<file path="src/rtl/chain_sel_pkg.sv">
package chain_sel_pkg;
  localparam int CHAIN_W = 4;
  localparam int NUM_INT = 4;
  localparam int NUM_BYP = 2;
  localparam logic [CHAIN_W-1:0] CAP_PATTERN = 4'b1000;
  localparam logic [CHAIN_W-1:0] RESET_CHAIN = 4'd3;
  // chain numbers served by internal return inputs, index = intRet bit
  localparam logic [CHAIN_W-1:0] INT_IDS [NUM_INT] = '{4'd0, 4'd1, 4'd2, 4'd15};
  // reserved chain numbers served by the one-bit pass stage
  localparam logic [CHAIN_W-1:0] BYP_IDS [NUM_BYP] = '{4'd4, 4'd8};

  typedef struct packed {
    logic capture;
    logic shift;
    logic update;
  } drStrobe_t;

  typedef enum logic [1:0] {
    SRC_INT = 2'd0,
    SRC_BYP = 2'd1,
    SRC_EXT = 2'd2
  } srcKind_t;
endpackage

</file>
<file path="src/rtl/chain_sel_ctrl.sv">
module chain_sel_ctrl
  import chain_sel_pkg::*;
(
  input  logic      captureDr,
  input  logic      shiftDr,
  input  logic      updateDr,
  input  logic      selInstr,
  output drStrobe_t selStb,
  output drStrobe_t dataStb
);
  // selection register strobes only under the select instruction
  always_comb begin
    selStb.capture  = captureDr & selInstr;
    selStb.shift    = shiftDr   & selInstr;
    selStb.update   = updateDr  & selInstr;
    dataStb.capture = captureDr & ~selInstr;
    dataStb.shift   = shiftDr   & ~selInstr;
    dataStb.update  = updateDr  & ~selInstr;
  end
endmodule

</file>
<file path="src/rtl/chain_route.sv">
module chain_route
  import chain_sel_pkg::*;
#(
  parameter int SEL_W = CHAIN_W,
  parameter int N_INT = NUM_INT,
  parameter int N_BYP = NUM_BYP,
  parameter int IDX_W = (N_INT > 1) ? $clog2(N_INT) : 1
) (
  input  logic [SEL_W-1:0] activeChain,
  output srcKind_t         kind,
  output logic [IDX_W-1:0] intIdx,
  output logic             extSel
);
  logic [N_INT-1:0] intHit;
  logic [N_BYP-1:0] bypHit;

  for (genvar g = 0; g < N_INT; g++) begin : g_int
    assign intHit[g] = (activeChain == INT_IDS[g]);
  end
  for (genvar g = 0; g < N_BYP; g++) begin : g_byp
    assign bypHit[g] = (activeChain == BYP_IDS[g]);
  end

  always_comb begin
    kind   = SRC_EXT;
    intIdx = '0;
    for (int i = 0; i < N_INT; i++) begin
      if (intHit[i]) begin
        kind   = SRC_INT;
        intIdx = IDX_W'(i);
      end
    end
    if (|bypHit) kind = SRC_BYP;
  end

  assign extSel = (kind == SRC_EXT);
endmodule

</file>
<file path="src/rtl/chain_sel_dp.sv">
module chain_sel_dp
  import chain_sel_pkg::*;
#(
  parameter int SEL_W = CHAIN_W,
  parameter int N_INT = NUM_INT,
  parameter int IDX_W = (N_INT > 1) ? $clog2(N_INT) : 1,
  parameter logic [SEL_W-1:0] CAP_VAL = CAP_PATTERN,
  parameter logic [SEL_W-1:0] RST_VAL = RESET_CHAIN
) (
  input  logic             tck,
  input  logic             trstN,
  input  logic             tdi,
  input  logic             selInstr,
  input  drStrobe_t        selStb,
  input  drStrobe_t        dataStb,
  input  logic [N_INT-1:0] intRet,
  input  logic             extRet,
  input  srcKind_t         kind,
  input  logic [IDX_W-1:0] intIdx,
  output logic [SEL_W-1:0] activeChain,
  output logic             tdo
);
  logic [SEL_W-1:0] shiftReg;
  logic [SEL_W-1:0] activeReg;
  logic             bypassReg;
  logic             tdoNext;

  // selection shift register: capture marker, shift lsb first
  always_ff @(posedge tck or negedge trstN) begin
    if (!trstN)              shiftReg <= CAP_VAL;
    else if (selStb.capture) shiftReg <= CAP_VAL;
    else if (selStb.shift)   shiftReg <= {tdi, shiftReg[SEL_W-1:1]};
  end

  // active selection, separate from the shifting stage
  always_ff @(posedge tck or negedge trstN) begin
    if (!trstN)             activeReg <= RST_VAL;
    else if (selStb.update) activeReg <= shiftReg;
  end

  // one-bit pass stage for reserved numbers
  always_ff @(posedge tck or negedge trstN) begin
    if (!trstN)               bypassReg <= 1'b0;
    else if (dataStb.capture) bypassReg <= 1'b0;
    else if (dataStb.shift)   bypassReg <= tdi;
  end

  always_comb begin
    if (selInstr) tdoNext = shiftReg[0];
    else begin
      unique case (kind)
        SRC_INT: tdoNext = intRet[intIdx];
        SRC_BYP: tdoNext = bypassReg;
        default: tdoNext = extRet;
      endcase
    end
  end

  // launch on the falling edge
  always_ff @(negedge tck or negedge trstN) begin
    if (!trstN) tdo <= 1'b0;
    else        tdo <= tdoNext;
  end

  assign activeChain = activeReg;


  cap_load_chk: assert property (@(posedge tck) disable iff (!trstN)
    selStb.capture |=> shiftReg == CAP_VAL);

  shift_lsb_chk: assert property (@(posedge tck) disable iff (!trstN)
    selStb.shift |=> shiftReg[SEL_W-2:0] == $past(shiftReg[SEL_W-1:1]));

  update_copy_chk: assert property (@(posedge tck) disable iff (!trstN)
    selStb.update |=> activeReg == $past(shiftReg));

  active_hold_chk: assert property (@(posedge tck) disable iff (!trstN)
    !selStb.update |=> $stable(activeReg));

  byp_clear_chk: assert property (@(posedge tck) disable iff (!trstN)
    dataStb.capture |=> !bypassReg);

  sel_tdo_chk: assert property (@(negedge tck) disable iff (!trstN)
    selInstr |=> tdo == $past(shiftReg[0]));
endmodule

</file>
<file path="src/rtl/chain_sel_top.sv">
module chain_sel_top
  import chain_sel_pkg::*;
#(
  parameter int SEL_W = CHAIN_W,
  parameter int N_INT = NUM_INT,
  parameter int N_BYP = NUM_BYP
) (
  input  logic             tck,
  input  logic             trstN,
  input  logic             tdi,
  input  logic             captureDr,
  input  logic             shiftDr,
  input  logic             updateDr,
  input  logic             selInstr,
  input  logic [N_INT-1:0] intRet,
  input  logic             extRet,
  output logic             tdo,
  output logic [SEL_W-1:0] activeChain,
  output logic             extTdi,
  output logic             extSel
);
  localparam int IDX_W = (N_INT > 1) ? $clog2(N_INT) : 1;

  drStrobe_t        selStb;
  drStrobe_t        dataStb;
  srcKind_t         kind;
  logic [IDX_W-1:0] intIdx;

  chain_sel_ctrl ctrl_i (
    .captureDr(captureDr), .shiftDr(shiftDr), .updateDr(updateDr),
    .selInstr(selInstr), .selStb(selStb), .dataStb(dataStb)
  );

  chain_route #(.SEL_W(SEL_W), .N_INT(N_INT), .N_BYP(N_BYP), .IDX_W(IDX_W)) route_i (
    .activeChain(activeChain), .kind(kind), .intIdx(intIdx), .extSel(extSel)
  );

  chain_sel_dp #(.SEL_W(SEL_W), .N_INT(N_INT), .IDX_W(IDX_W)) dp_i (
    .tck(tck), .trstN(trstN), .tdi(tdi), .selInstr(selInstr),
    .selStb(selStb), .dataStb(dataStb), .intRet(intRet), .extRet(extRet),
    .kind(kind), .intIdx(intIdx), .activeChain(activeChain), .tdo(tdo)
  );

  assign extTdi = tdi;


  reset_chain_ext_chk: assert property (@(posedge tck) disable iff (!trstN)
    (activeChain == RESET_CHAIN) |-> extSel);
endmodule

</file>
<file path="config.mk">
export PLATFORM = sky130hd
export DESIGN_NAME = chain_sel_top
export DESIGN_NICKNAME = d
export VERILOG_FILES = /design/src/rtl/chain_sel_pkg.sv /design/src/rtl/chain_sel_ctrl.sv /design/src/rtl/chain_route.sv /design/src/rtl/chain_sel_dp.sv /design/src/rtl/chain_sel_top.sv
export SDC_FILE = /design/constraint.sdc
export NUM_CORES = 1
export LEC_CHECK = 0
export CAP_MARGIN = 20
export CORE_AREA = 2 2 39 41
export DETAILED_ROUTE_END_ITERATION = 7
export DIE_AREA = 0 0 41 43
export DONT_BUFFER_PORTS = 1
export PLACE_DENSITY_LB_ADDON = 0.1
export SYNTH_ARGS = -nofsm -noshare
export SYNTH_HDL_FRONTEND = slang
export SYNTH_SLANG_ARGS = --single-unit
export TNS_END_PERCENT = 10
</file>
<file path="constraint.sdc">
create_clock -name tck -period 1.7 [get_ports tck]
set_input_delay 0.17 -clock tck [delete_from_list [all_inputs] [get_ports tck]]
set_output_delay 0.17 -clock tck [all_outputs]
set_load 0.005 [all_outputs]
</file>
* Word-level counts from Yosys, hierarchy flattened
Cells that the tools add are included.
Word-level totals: register bits 10, input port bits 12, output and inout bits 7, logic and storage cells 39
Operators by class: $lt $le $gt $ge 1, equal/unequal tests 7, multiplexer cells 16, bitwise operators 6, reduce and logical (&&, ||, !) cells 5
Operators with widths (count):
- $mux W2 | 7
- $eq A4 B4 Y1 const B | 2
- $mux W4 | 2
- $and A1 B1 Y1 | 5
- $mux W1 | 5
- $eq A4 B1 Y1 const B | 1
- $eq A4 B2 Y1 const B | 1
- $eq A4 B3 Y1 const B | 1
- $logic_not A4 Y1 | 1
- $reduce_bool A2 Y1 | 2
- $lt A2 B3 Y1 const B | 1
- $bmux W1 S2 | 1
- $eq A2 B1 Y1 const B | 1
- $eq A2 B2 Y1 const B | 1
- $logic_not A2 Y1 | 1
- $pmux W1 S2 | 1
- $reduce_or A2 Y1 | 1
- $not A1 Y1 | 1

* Depth between registers and ports, before layout
Gate-level depths: netlist of run 1.
depth after elaboration 9, mapped depth 4, depth with buffers taken out 4

* Modules after synthesis
Synthesis of run 1 repeated with hierarchy kept, for this count alone.
Second synthesis, totals: cells, all modules 53, area total of the unflattened synthesis 585.6 µm²
By module, submodules not included:
- chain_sel_dp | instances 1, cells each 31, area each 436.7 µm², seq. area each 254.0 µm²
- chain_route | instances 1, cells each 15, area each 103.8 µm², seq. area each 0.0 µm²
- chain_sel_ctrl | instances 1, cells each 6, area each 37.5 µm², seq. area each 0.0 µm²
- chain_sel_top | instances 1, cells each 1, area each 7.5 µm², seq. area each 0.0 µm²

==> results of run 1 <==
==> synthesized netlist by cell type, drive strengths merged <==
master   number
a211o         1
a211oi        3
a21oi         2
a221oi        1
a2bb2oi       2
and3          1
and4          1
buf           1
clkbuf        1
dfrtn         1
dfrtp         6
dfstp         3
inv           4
mux2          1
nand2         8
nand2b        1
nand3b        1
nor2          1
nor2b         1
nor3          1
nor4b         1
o211ai        1
o21ai         4
o22a          2
o22ai         3
xnor2         1
==> how the worst min path moves through the flow <==
| stage | from | to | slack (ps) | cells after the start |
|---|---|---|---|---|
| 3_5_place_dp | trstN | dp_i.shiftReg[0] | -130 | 0 |
| 2_1_floorplan | trstN | dp_i.activeChain[2] | -130 | 0 |
| 5_1_grt | selInstr | dp_i.shiftReg[2] | 0.6 | 1 |
| 4_1_cts | selInstr | dp_i.shiftReg[0] | 9 | 1 |
| 6_report | captureDr | dp_i.bypassReg | 10 | 1 |
| 3_3_place_gp | trstN | dp_i.activeChain[2] | -130 | 0 |
==> metal layers <==
layer	part of all wire, %	vias up	global-route usage (%)
met5	0	-	0
met4	0.51	0	8.00
li1	-	226	-
met3	7.9	2	4.71
met1	40	214	20.7
met2	52	18	29.7
==> flip-flops by register name (all words and copies together), names as in the netlist <==
name / flops
dp_i.bypassReg: 1
dp_i.activeChain: 4
dp_i.shiftReg: 4
dp_i.tdo: 1
==> metrics by stage <==
stage	setup TNS, ps	worst slack (ps)
floorplan	-479	-479
global placement	-460	-460
detailed placement	-553	-553
CTS	-517	-511
global route	-652	-579
finish	-526	-526
==> kinds of logic after synthesis <==
kind of cell,after synthesis
muxes,1
and+or+nand+nor,16
AOI/OAI and AO/OA,19
buffers and inverters,6
xor gates and xnor gates,1
DFF,10
==> area by class of cell <==
class	count	area share [%]
inverter	4	2.23
timing repair buffer	14	16.8
tap	16	2.98
multi-input combinational	37	36.3
sequential	10	37.8
clock buffer	4	3.91
==> where the power goes <==
group	total, W	internal (W)	switching, W	leakage (nW)
Clock	0.000171	0.0000907	0.0000807	0.0150
Combinational	0.000196	0.000112	0.0000839	0.152
Sequential	0.000309	0.000279	0.0000295	0.121
==> repair_timing <==
| action | in CTS | in global routing |
|---|---|---|
| endpoints found under the setup margin | 2 | 3 |
| endpoints found under the hold margin | 12 | 1 |
| buffers inserted | 2 | 0 |
| pin swaps | 0 | 0 |
| hold buffers | 2 | 1 |
==> run summary, run 1 <==
The logs give 26 for the count of cell types in the netlist and 2 for the number of buffers on the longest clock path. The post-route netlist has 30.4% of its cells at a drive strength greater than 1. The number of nets in the synthesized netlist is 65. Once layout is complete, the cells apart from fillers number 85.

The post-synthesis share of cell area spent on xor and xnor gates is 1.69%, and the worst max-slew margin expressed relative to the limit is 72.5%. Entering global routing, the biggest net connects 13 pins. The average wire per cell in the routed design is 16.2 um. The tools report the capturing element of the worst setup path as dp_i.tdo. The first detailed-routing pass ran for 4 iterations. The cell area after synthesis was 518 sq um. The logs give 500 for the via count of the first global-routing pass and 53 for the cell count after synthesis.

Dividing the detail-routed via count by the number of cells gives 5.41. The worst ir drop on vdd is 379 uV, and the max-slew violation count is 0. The final reports fail on setup timing.

The later pin in the worst-skew pair is clocked with a latency of 270 ps. TritonCTS built the clock tree. In this design, the stage delay of the slowest critical-path cell is 560 ps.

On the critical path, the stage with the largest delay is an instance of sky130_fd_sc_hd__dfstp_2. The worst register-to-register path begins at dp_i.activeChain[1]. The critical setup path kind was register to register.

The worst setup path is captured at a register. The starting density of the core is 37.4%. After clock tree synthesis, the repair step resized 0 gates. The library cell used most frequently in the layout, excluding fill and tap cells, is sky130_fd_sc_hd__buf_4.

Main combinational cell family by area after synthesis: compound AO/OA/AOI/OAI gates. Initial antenna violation count: 0. After synthesis the netlist holds a flip-flop and latch count of 10. The DRC violation total after the first TritonRoute iteration was 4; the leakage power was 0.288 nW.

The run gives 1380 um as the total detailed-routing wirelength. Standard cell area after detailed placement: 601 sq um. Power spread over the standard cell area amounts to 1010 nW/um^2. The overall die width is 41 um, and the number of buffers inserted during clock tree synthesis is 3. The final route contains 460 vias. The total overflow left after global routing is 0. The logs give 0.000676 W for the power consumption and 76 for the total placed cells including tap cells. The number of endpoints failing setup at the final stage came out at 1. The per-instance average area after synthesis is 9.77 sq um, and the global-route wire length before repair is 2090 um. The leading area contributor after synthesis is sky130_fd_sc_hd__dfrtp_1. The run finished, with violations left. The run gives 10 as the sink count of the clock tree. Of the total synthesized cell area, the portion taken by full adders, half adders and majority gates is 0%. For this run, the number of Yosys warnings is 0.

Summing all flip-flop and latch instances after layout gives 254 sq um. The area growth from synthesis to layout is 29.7%. The weighted congestion reported at the end of routability-driven placement came out at 0.659. The worst hold path belongs to the class primary input to register. Summing the sequential cell areas from Yosys gives 49.0% of the chip area.

The critical path starts at dp_i.activeChain[1]. For this run, the share of the core covered by cells in the final layout is 48.6%. Kind of start point of the critical path: a register. After Yosys synthesis, and, or, nand and nor cells account for 16.7% of the synthesized area.

The count of pins on the block boundary was 19; the remaining antenna violation count was 0. Summing the areas of all compound-gate instances in the mapped netlist gives 25.4% of the synthesized area. Final hold analysis gives a worst-case slack of 12.4 ps.

Counting the fill cells in the layout gives 148. The setup slack after layout was -526 ps; the final-stage net count was 82. Of all nets on the critical path, the largest fanout is 4. The area share of the largest cell type after synthesis came out at 29.0%. The repair_antennas step left the layout with diodes totalling 0. Ranked by total cell area, the synthesized netlist is headed by sky130_fd_sc_hd__dfrtp_1, sky130_fd_sc_hd__dfstp_2, sky130_fd_sc_hd__nand2_1, sky130_fd_sc_hd__dfrtn_1, sky130_fd_sc_hd__a211oi_1. The critical path goes through nor2b_1 -> a211o_1 -> a221oi_2 -> o211ai_1.

The tree is rooted in a sky130_fd_sc_hd__clkbuf_4. The tools report the post-detailed-placement half-perimeter wirelength as 1050 um. For this run, the total global-route usage over all layers was measured as 18.1%. In the layout the commonest cells are sky130_fd_sc_hd__buf_4, sky130_fd_sc_hd__nand2_1, sky130_fd_sc_hd__dfrtp_1, sky130_fd_sc_hd__inv_1, sky130_fd_sc_hd__o21ai_0. The clock arrives with 11.3 ps of skew.

At the pin with the least slew margin, the transition time is 407 ps. The logs give 14 for the total number of placement rows and 1380 sq um for the placeable core region. Once layout is done, the placed cells without fillers occupy 672 sq um. The floorplan die area was 1760 sq um; the register-to-register setup slack was -530 ps. The clock-pin slew reported for the worst setup and hold paths after clock tree synthesis is 70 ps. The count of final hold-check violations was 0; the arrival time at the worst endpoint was 1480 ps.

The number of I/O port buffers came out at 0. Measured against the total synthesized area, the mux share comes to 2.17%. Setup repair after global routing could not meet its margin everywhere. In the routed design, unresolved DRC markers number 0. The number of cells on the worst reg-to-reg path was 4. Data on the critical path is required at its endpoint by 960 ps. The critical path contains buffers and inverters numbering 0 combined.

The max-capacitance violation count was 0; the multi-input combinational cell area was 244 sq um. In this run the critical register-to-register path is captured at dp_i.tdo. Measured along the y axis, the die boundary spans 43 um. Broken down by cell family, the worst path's largest delay share belongs to compound AO/OA/AOI/OAI gates.

Counting buffers and inverters, the worst setup path is 4 cells deep. The number of levels the H-tree was split into is 1.
No activity file was read; power rests on OpenSTA's default activity.
==> run 2, diff against run 1 <==
==> constraint.sdc (replaced) <==
create_clock -name tck -period 2.2 [get_ports tck]
set_input_delay 0.22 -clock tck [delete_from_list [all_inputs] [get_ports tck]]
set_output_delay 0.22 -clock tck [all_outputs]
set_load 0.005 [all_outputs]
==> run summary, run 2 (synthesis gave the netlist of run 1 again) <==
The remaining antenna violation count was 0 (unchanged). STA classifies the critical path endpoint as a register. The average via count per standard cell was 5.60 (+3.4%); the setup slack after layout was -222 ps (+304 ps).

The run gives 0 (unchanged) as the initial antenna violation count. The via count of the first global-routing pass was 465 (-7.0%); the pin count of the biggest net entering global routing was 13 (unchanged). The number of buffers on the longest clock path came out at 2 (unchanged). The number of I/O port buffers is 0 (unchanged), and the max-slew violation count is 0 (unchanged). In the layout the commonest cells are sky130_fd_sc_hd__buf_4, sky130_fd_sc_hd__nand2_1, sky130_fd_sc_hd__dfrtp_1, sky130_fd_sc_hd__inv_1, sky130_fd_sc_hd__o21ai_0. The worst ir drop on vdd is 293 uV (-23%), and the total placed cells including tap cells is 76 (unchanged). The startpoint of the worst-slack reg-to-reg timing path was dp_i.activeChain[1]. Worst setup slack before clock tree synthesis: -283 ps (+270 ps).

The actual slew at the worst max-slew pin came out at 416 ps (+8.82 ps). The synthesis-to-layout area growth works out to 25.4%. The tools report the max-capacitance violation count as 0 (unchanged). The run gives 1970 um (-5.9%) as the global-route wire length before repair.

In this run the most critical hold path is launched from captureDr. TritonCTS built the clock tree. Setup repair after global routing could not meet its margin everywhere. The run finished, with violations left.

The logs give 79 (-3.7%) for the final-stage net count and 37.4% (unchanged) for the starting density of the core. The total global-route track usage is 16.9% (-1.2 points), and the total number of placement rows is 14 (unchanged). The count of pins on the block boundary is 19 (unchanged). Tracing the worst setup path back leads to its startpoint at dp_i.activeChain[1].

The tools report the number of levels the H-tree was split into as 1 (unchanged). Path class of the lowest-slack min-delay path: primary input to register. The die boundary height works out to 43 um (unchanged).

The leakage power was 0.275 nW (-4.4%); the worst max-slew margin expressed relative to the limit was 72.2% (-0.30 points). For the number of buffers inserted during clock tree synthesis, the log shows 3 (unchanged). Worst-case hold slack: 33.0 ps (+20.6 ps). The run gives 601 sq um (unchanged) as the standard cell area after detailed placement.

The cell sitting at the root of the clock tree is a sky130_fd_sc_hd__clkbuf_4. The overall die width is 41 um (unchanged), and the DRC violation total after the first TritonRoute iteration is 5 (+1). The total detailed-routing wirelength is 1210 um (-12%), and the floorplan die area is 1760 sq um (unchanged).

Number of cells in the finished layout apart from fillers: 82 (-3.5%). The average wire per cell in the routed design is 14.8 um (-9.0%). The critical setup path kind is register to register. For the setup skew after layout, the log shows 8.84 ps (-2.48 ps). The tools report the number of detailed-route iterations in the first pass as 4 (unchanged).

The peak fanout along the critical path came out at 5 (+1). The arrival time at the worst endpoint is 1420 ps (-60 ps), and the post-detailed-placement half-perimeter wirelength is 984 um (-6.0%). The placeable core region is 1380 sq um (unchanged). Clock-pin slew reported for the worst setup and hold paths after clock tree synthesis: 70 ps (about the same).

The via count is 459 (-0.22%), and the DRC violations left is 0 (unchanged). The number of endpoints failing setup at the final stage was 1 (unchanged). The cell area power density is 793 nW/um^2 (-21%), and the number of instances on the worst hold path is 1 (unchanged). The final reports fail on setup timing.

The antenna cell count is 0 (unchanged). The weighted congestion reported at the end of routability-driven placement is 0.706 (+7.2%). The source-to-sink clock delay at the later pin of the worst-skew pair was 270 ps (about the same). The total congestion overflow after global routing is 0 (unchanged).

The number of cells on the worst reg-to-reg path was 4 (unchanged). The worst setup path is launched from a register. The design area was 649 sq um (-3.4%); the required time of the critical path was 1200 ps (+240 ps).

The ratio of cells with drive above 1 in the final layout is 31.8% (+1.4 points), and the count of final hold-check violations is 0 (unchanged). The logs give 10 (unchanged) for the sink count of the clock tree and 46.9% (-1.6 points) for the utilization after layout. The library cell used most frequently in the layout, excluding fill and tap cells, is sky130_fd_sc_hd__buf_4.
run 2: what timing repair did:
action / 4_1_cts / 5_1_grt
setup endpoints to repair: 1 / 1
gates resized for setup: 0 / 1
pin swaps: 1 / 0
hold buffers: 1 / 0
gates cloned: 0 / 0
buffers inserted: 1 / 0
hold endpoints to repair: 9 / 0
run 2: critical path, cell delays in order (launching register included):
cell                       delay (ps)
sky130_fd_sc_hd__dfstp_2          550
sky130_fd_sc_hd__nor2b_1           50
sky130_fd_sc_hd__a211o_1          230
sky130_fd_sc_hd__a221oi_2         220
sky130_fd_sc_hd__o211ai_1         110
run 2: metal layers:
layer | GRT usage [%] | part of all wire (%)
met1 | 20.7 | 41
met2 | 25.3 | 47
met3 | 4.19 | 9.9
met4 | 10.0 | 2.1
met5 | 0 | 0
run 2: final timing paths:
path                            slack, ps                   to
max in group asynchronous            1470             dp_i.tdo
worst min-delay path                   30     dp_i.shiftReg[0]
min in group asynchronous             320  dp_i.activeChain[2]
worst max-delay path                 -220             dp_i.tdo
worst max register to register       -220             dp_i.tdo
worst min register to register        540       dp_i.bypassReg
run 2: final cells by class:
| type | instances | area, sq um |
|---|---|---|
| sequential | 10 | 254 |
| timing repair buffer | 11 | 85.1 |
| tap | 16 | 20.0 |
| inverter | 4 | 15.0 |
| fill | 138 | 734 |
| clock buffer | 4 | 26.3 |
| multi-input combinational | 37 | 249 |
run 2: stage by stage:
step,setup TNS (ps),power (W)
floorplan,-229,0.000317
global placement,-196,0.000369
detailed placement,-283,0.000378
CTS,-240,0.000519
global route,-313,0.000552
finish,-222,0.000515
run 2: power by group:
group / internal (W) / switching, W / total (W) / leakage, nW
clock: 0.0000700 / 0.0000619 / 0.000132 / 0.0150
sequential: 0.000216 / 0.0000242 / 0.000240 / 0.121
combinational: 0.0000832 / 0.0000601 / 0.000143 / 0.140
total: 0.000369 / 0.000146 / 0.000515 / 0.275
==> run 3, diff against run 2 <==
==> constraint.sdc (replaced) <==
create_clock -name tck -period 2.5 [get_ports tck]
set_input_delay 0.25 -clock tck [delete_from_list [all_inputs] [get_ports tck]]
set_output_delay 0.25 -clock tck [all_outputs]
set_load 0.005 [all_outputs]
==> run summary, run 3 (synthesis gave the netlist of run 1 again) <==
TritonCTS built the clock tree. The placeable core region is 1380 sq um (unchanged), and the die boundary height is 43 um (unchanged). The DRC violations left is 0 (unchanged), and the overall die width is 41 um (unchanged).

The final-stage net count was 79 (unchanged); the setup slack after layout was -74.7 ps (+147 ps). In this run the most critical hold path is launched from captureDr. The logs give 1360 ps (+160 ps) for the required time of the critical path and 82 (unchanged) for the number of cells in the finished layout apart from fillers. The average via count per standard cell works out to 5.50 (-1.7%).

The leakage power came out at 0.282 nW (+2.6%). The tools report the number of levels the H-tree was split into as 1 (unchanged). The total congestion overflow after global routing is 0 (unchanged), and the number of endpoints failing setup at the final stage is 1 (unchanged). The tools report the floorplan die area as 1760 sq um (unchanged). The sink count of the clock tree is 10 (unchanged), and the DRC violation total after the first TritonRoute iteration is 4 (-1). The logs give 470 (+1.1%) for the via count of the first global-routing pass and 0 (unchanged) for the max-slew violation count. The ratio of cells with drive above 1 in the final layout works out to 34.8% (+3.0 points).

The run gives 76 (unchanged) as the total placed cells including tap cells. The actual slew at the worst max-slew pin is 418 ps (+2.10 ps), and the count of pins on the block boundary is 19 (unchanged). The synthesis-to-layout area growth was 27.8%; the global-route wire length before repair was 1900 um (-3.2%). The number of detailed-route iterations in the first pass is 2 (-2). Traced cell by cell, the critical path runs through nor2b_2 -> a211o_1 -> a221oi_2 -> o211ai_1. The clock-pin slew reported for the worst setup and hold paths after clock tree synthesis is 70 ps (about the same). In this run the worst hold path is classified as primary input to register. Antenna cell count: 0 (unchanged). The startpoint identified for the worst register-to-register timing path is dp_i.activeChain[1]. The via count is 451 (-1.7%). The highest cell delay on the worst timing path was 560 ps (about the same); the setup skew after layout was 10.7 ps (+1.87 ps). The first element of the critical path is dp_i.activeChain[1]. The pin count of the biggest net entering global routing was 13 (unchanged); the source-to-sink clock delay at the later pin of the worst-skew pair was 270 ps (about the same). The tools report the number of buffers on the longest clock path as 2 (unchanged). Kind of start point of the critical path: a register.

The worst max-slew margin expressed relative to the limit is 72.0% (-0.14 points), and the clock network fraction of total power is 29.4% (+3.8 points). Post-detailed-placement half-perimeter wirelength: 985 um (about the same). The run gives 3 (unchanged) as the number of buffers inserted during clock tree synthesis. Setup repair after global routing could not meet its margin everywhere. The tools report the weighted congestion reported at the end of routability-driven placement as 0.681 (-3.5%). In the layout the commonest cells are sky130_fd_sc_hd__buf_4, sky130_fd_sc_hd__nand2_1, sky130_fd_sc_hd__dfrtp_1, sky130_fd_sc_hd__inv_1, sky130_fd_sc_hd__o21ai_0. Root cell of the clock tree: sky130_fd_sc_hd__clkbuf_4.

The critical path is of the register to register type. The total number of placement rows was 14 (unchanged); the count of final hold-check violations was 0 (unchanged). The arrival time at the worst endpoint is 1430 ps (about the same), and the register share of total power is 43.9% (-2.7 points).

The final reports fail on setup timing. The remaining antenna violation count was 0 (unchanged). The combinational group share of total power is 26.7% (-1.1 points), and the starting density of the core is 37.4% (unchanged).

The average wire per cell in the routed design came out at 15.6 um (+5.4%). The worst ir drop on vdd is 343 uV (+17%), and the number of I/O port buffers is 0 (unchanged). The library cell used most frequently in the layout, excluding fill and tap cells, is sky130_fd_sc_hd__buf_4. The peak fanout along the critical path is 4 (-1). The run finished, with violations left. STA classifies the critical path endpoint as a register.

The cell area power density was 733 nW/um^2 (-7.6%); the internal power contribution was 0.000352 W (-4.7%). The total global-route track usage is 16.3% (-0.59 points), and the total net switching power is 0.000134 W (-8.6%). The run gives 1280 um (+5.4%) as the total detailed-routing wirelength. The share of total power consumed by net switching is 27.5% (-0.85 points). The tools report the worst-case hold slack as 68.9 ps (+35.9 ps).

Max-capacitance violation count: 0 (unchanged). Initial antenna violation count: 0 (unchanged). The slowest stage of the critical path is the sky130_fd_sc_hd__dfstp_2 cell.
run 3: power by group through the flow:
| stage | clock network [W] | logic, W | registers (W) |
|---|---|---|---|
| 6_report | 0.000143 | 0.000130 | 0.000213 |
| 5_1_grt | 0.000158 | 0.000142 | 0.000217 |
| 4_1_cts | 0.000147 | 0.000127 | 0.000212 |
| 3_5_place_dp | 0 | 0.000119 | 0.000215 |
| 3_3_place_gp | 0 | 0.000112 | 0.000213 |
| 2_1_floorplan | 0 | 0.0000636 | 0.000215 |
run 3: routing by layer:
metal	vias to the layer above	track usage [%]	wire length [um]
met5	-	0	0
li1	224	-	-
met3	2	6.28	119
met4	0	6.00	2
met2	19	26.3	653
met1	206	18.5	501
run 3: final cells by class:
cell class | count | area [sq um]
Clock buffer | 4 | 36.3
Fill cell | 135 | 722
Inverter | 4 | 15.0
Multi-Input combinational cell | 37 | 251
Sequential cell | 10 | 254
Tap cell | 16 | 20.0
Timing Repair Buffer | 11 | 85.1
run 3: metrics by stage:
step / total power (W) / worst slack (ps) / utilization [%] / cell area [sq um] / setup TNS, ps
after floorplan: 0.000279 / -79.5 / - / 524 / -79.5
after global placement: 0.000325 / -30.9 / 43.4 / 601 / -30.9
after detailed placement: 0.000334 / -103 / 43.4 / 601 / -103
after CTS: 0.000486 / -95.4 / 47.3 / 654 / -95.4
after global routing: 0.000516 / -135 / 47.8 / 662 / -135
final: 0.000485 / -74.7 / 47.8 / 662 / -74.7
run 3: worst max-delay path, delay by kind of cell (launching register included):
family             cells  cell delay (ps)
and+or+nand+nor        1               40
DFF                    1              560
AOI/OAI and AO/OA      3              570
run 3: worst paths after layout:
path	endpoint	cells after the start	slack [ps]
max	dp_i.tdo	4	-70
min	dp_i.shiftReg[2]	1	70
max reg2reg	dp_i.tdo	4	-70
min reg2reg	dp_i.bypassReg	2	520
max in group asynchronous	dp_i.tdo	0	1590
min in group asynchronous	dp_i.shiftReg[0]	1	360
run 3: what timing repair did:
action                                  CTS  global route
hold endpoints to repair                  9             0
gates cloned                              0             0
resized for setup                         0             2
buffers inserted                          1             0
pin swaps                                 2             1
endpoints found under the setup margin    1             1
hold buffers                              1             0
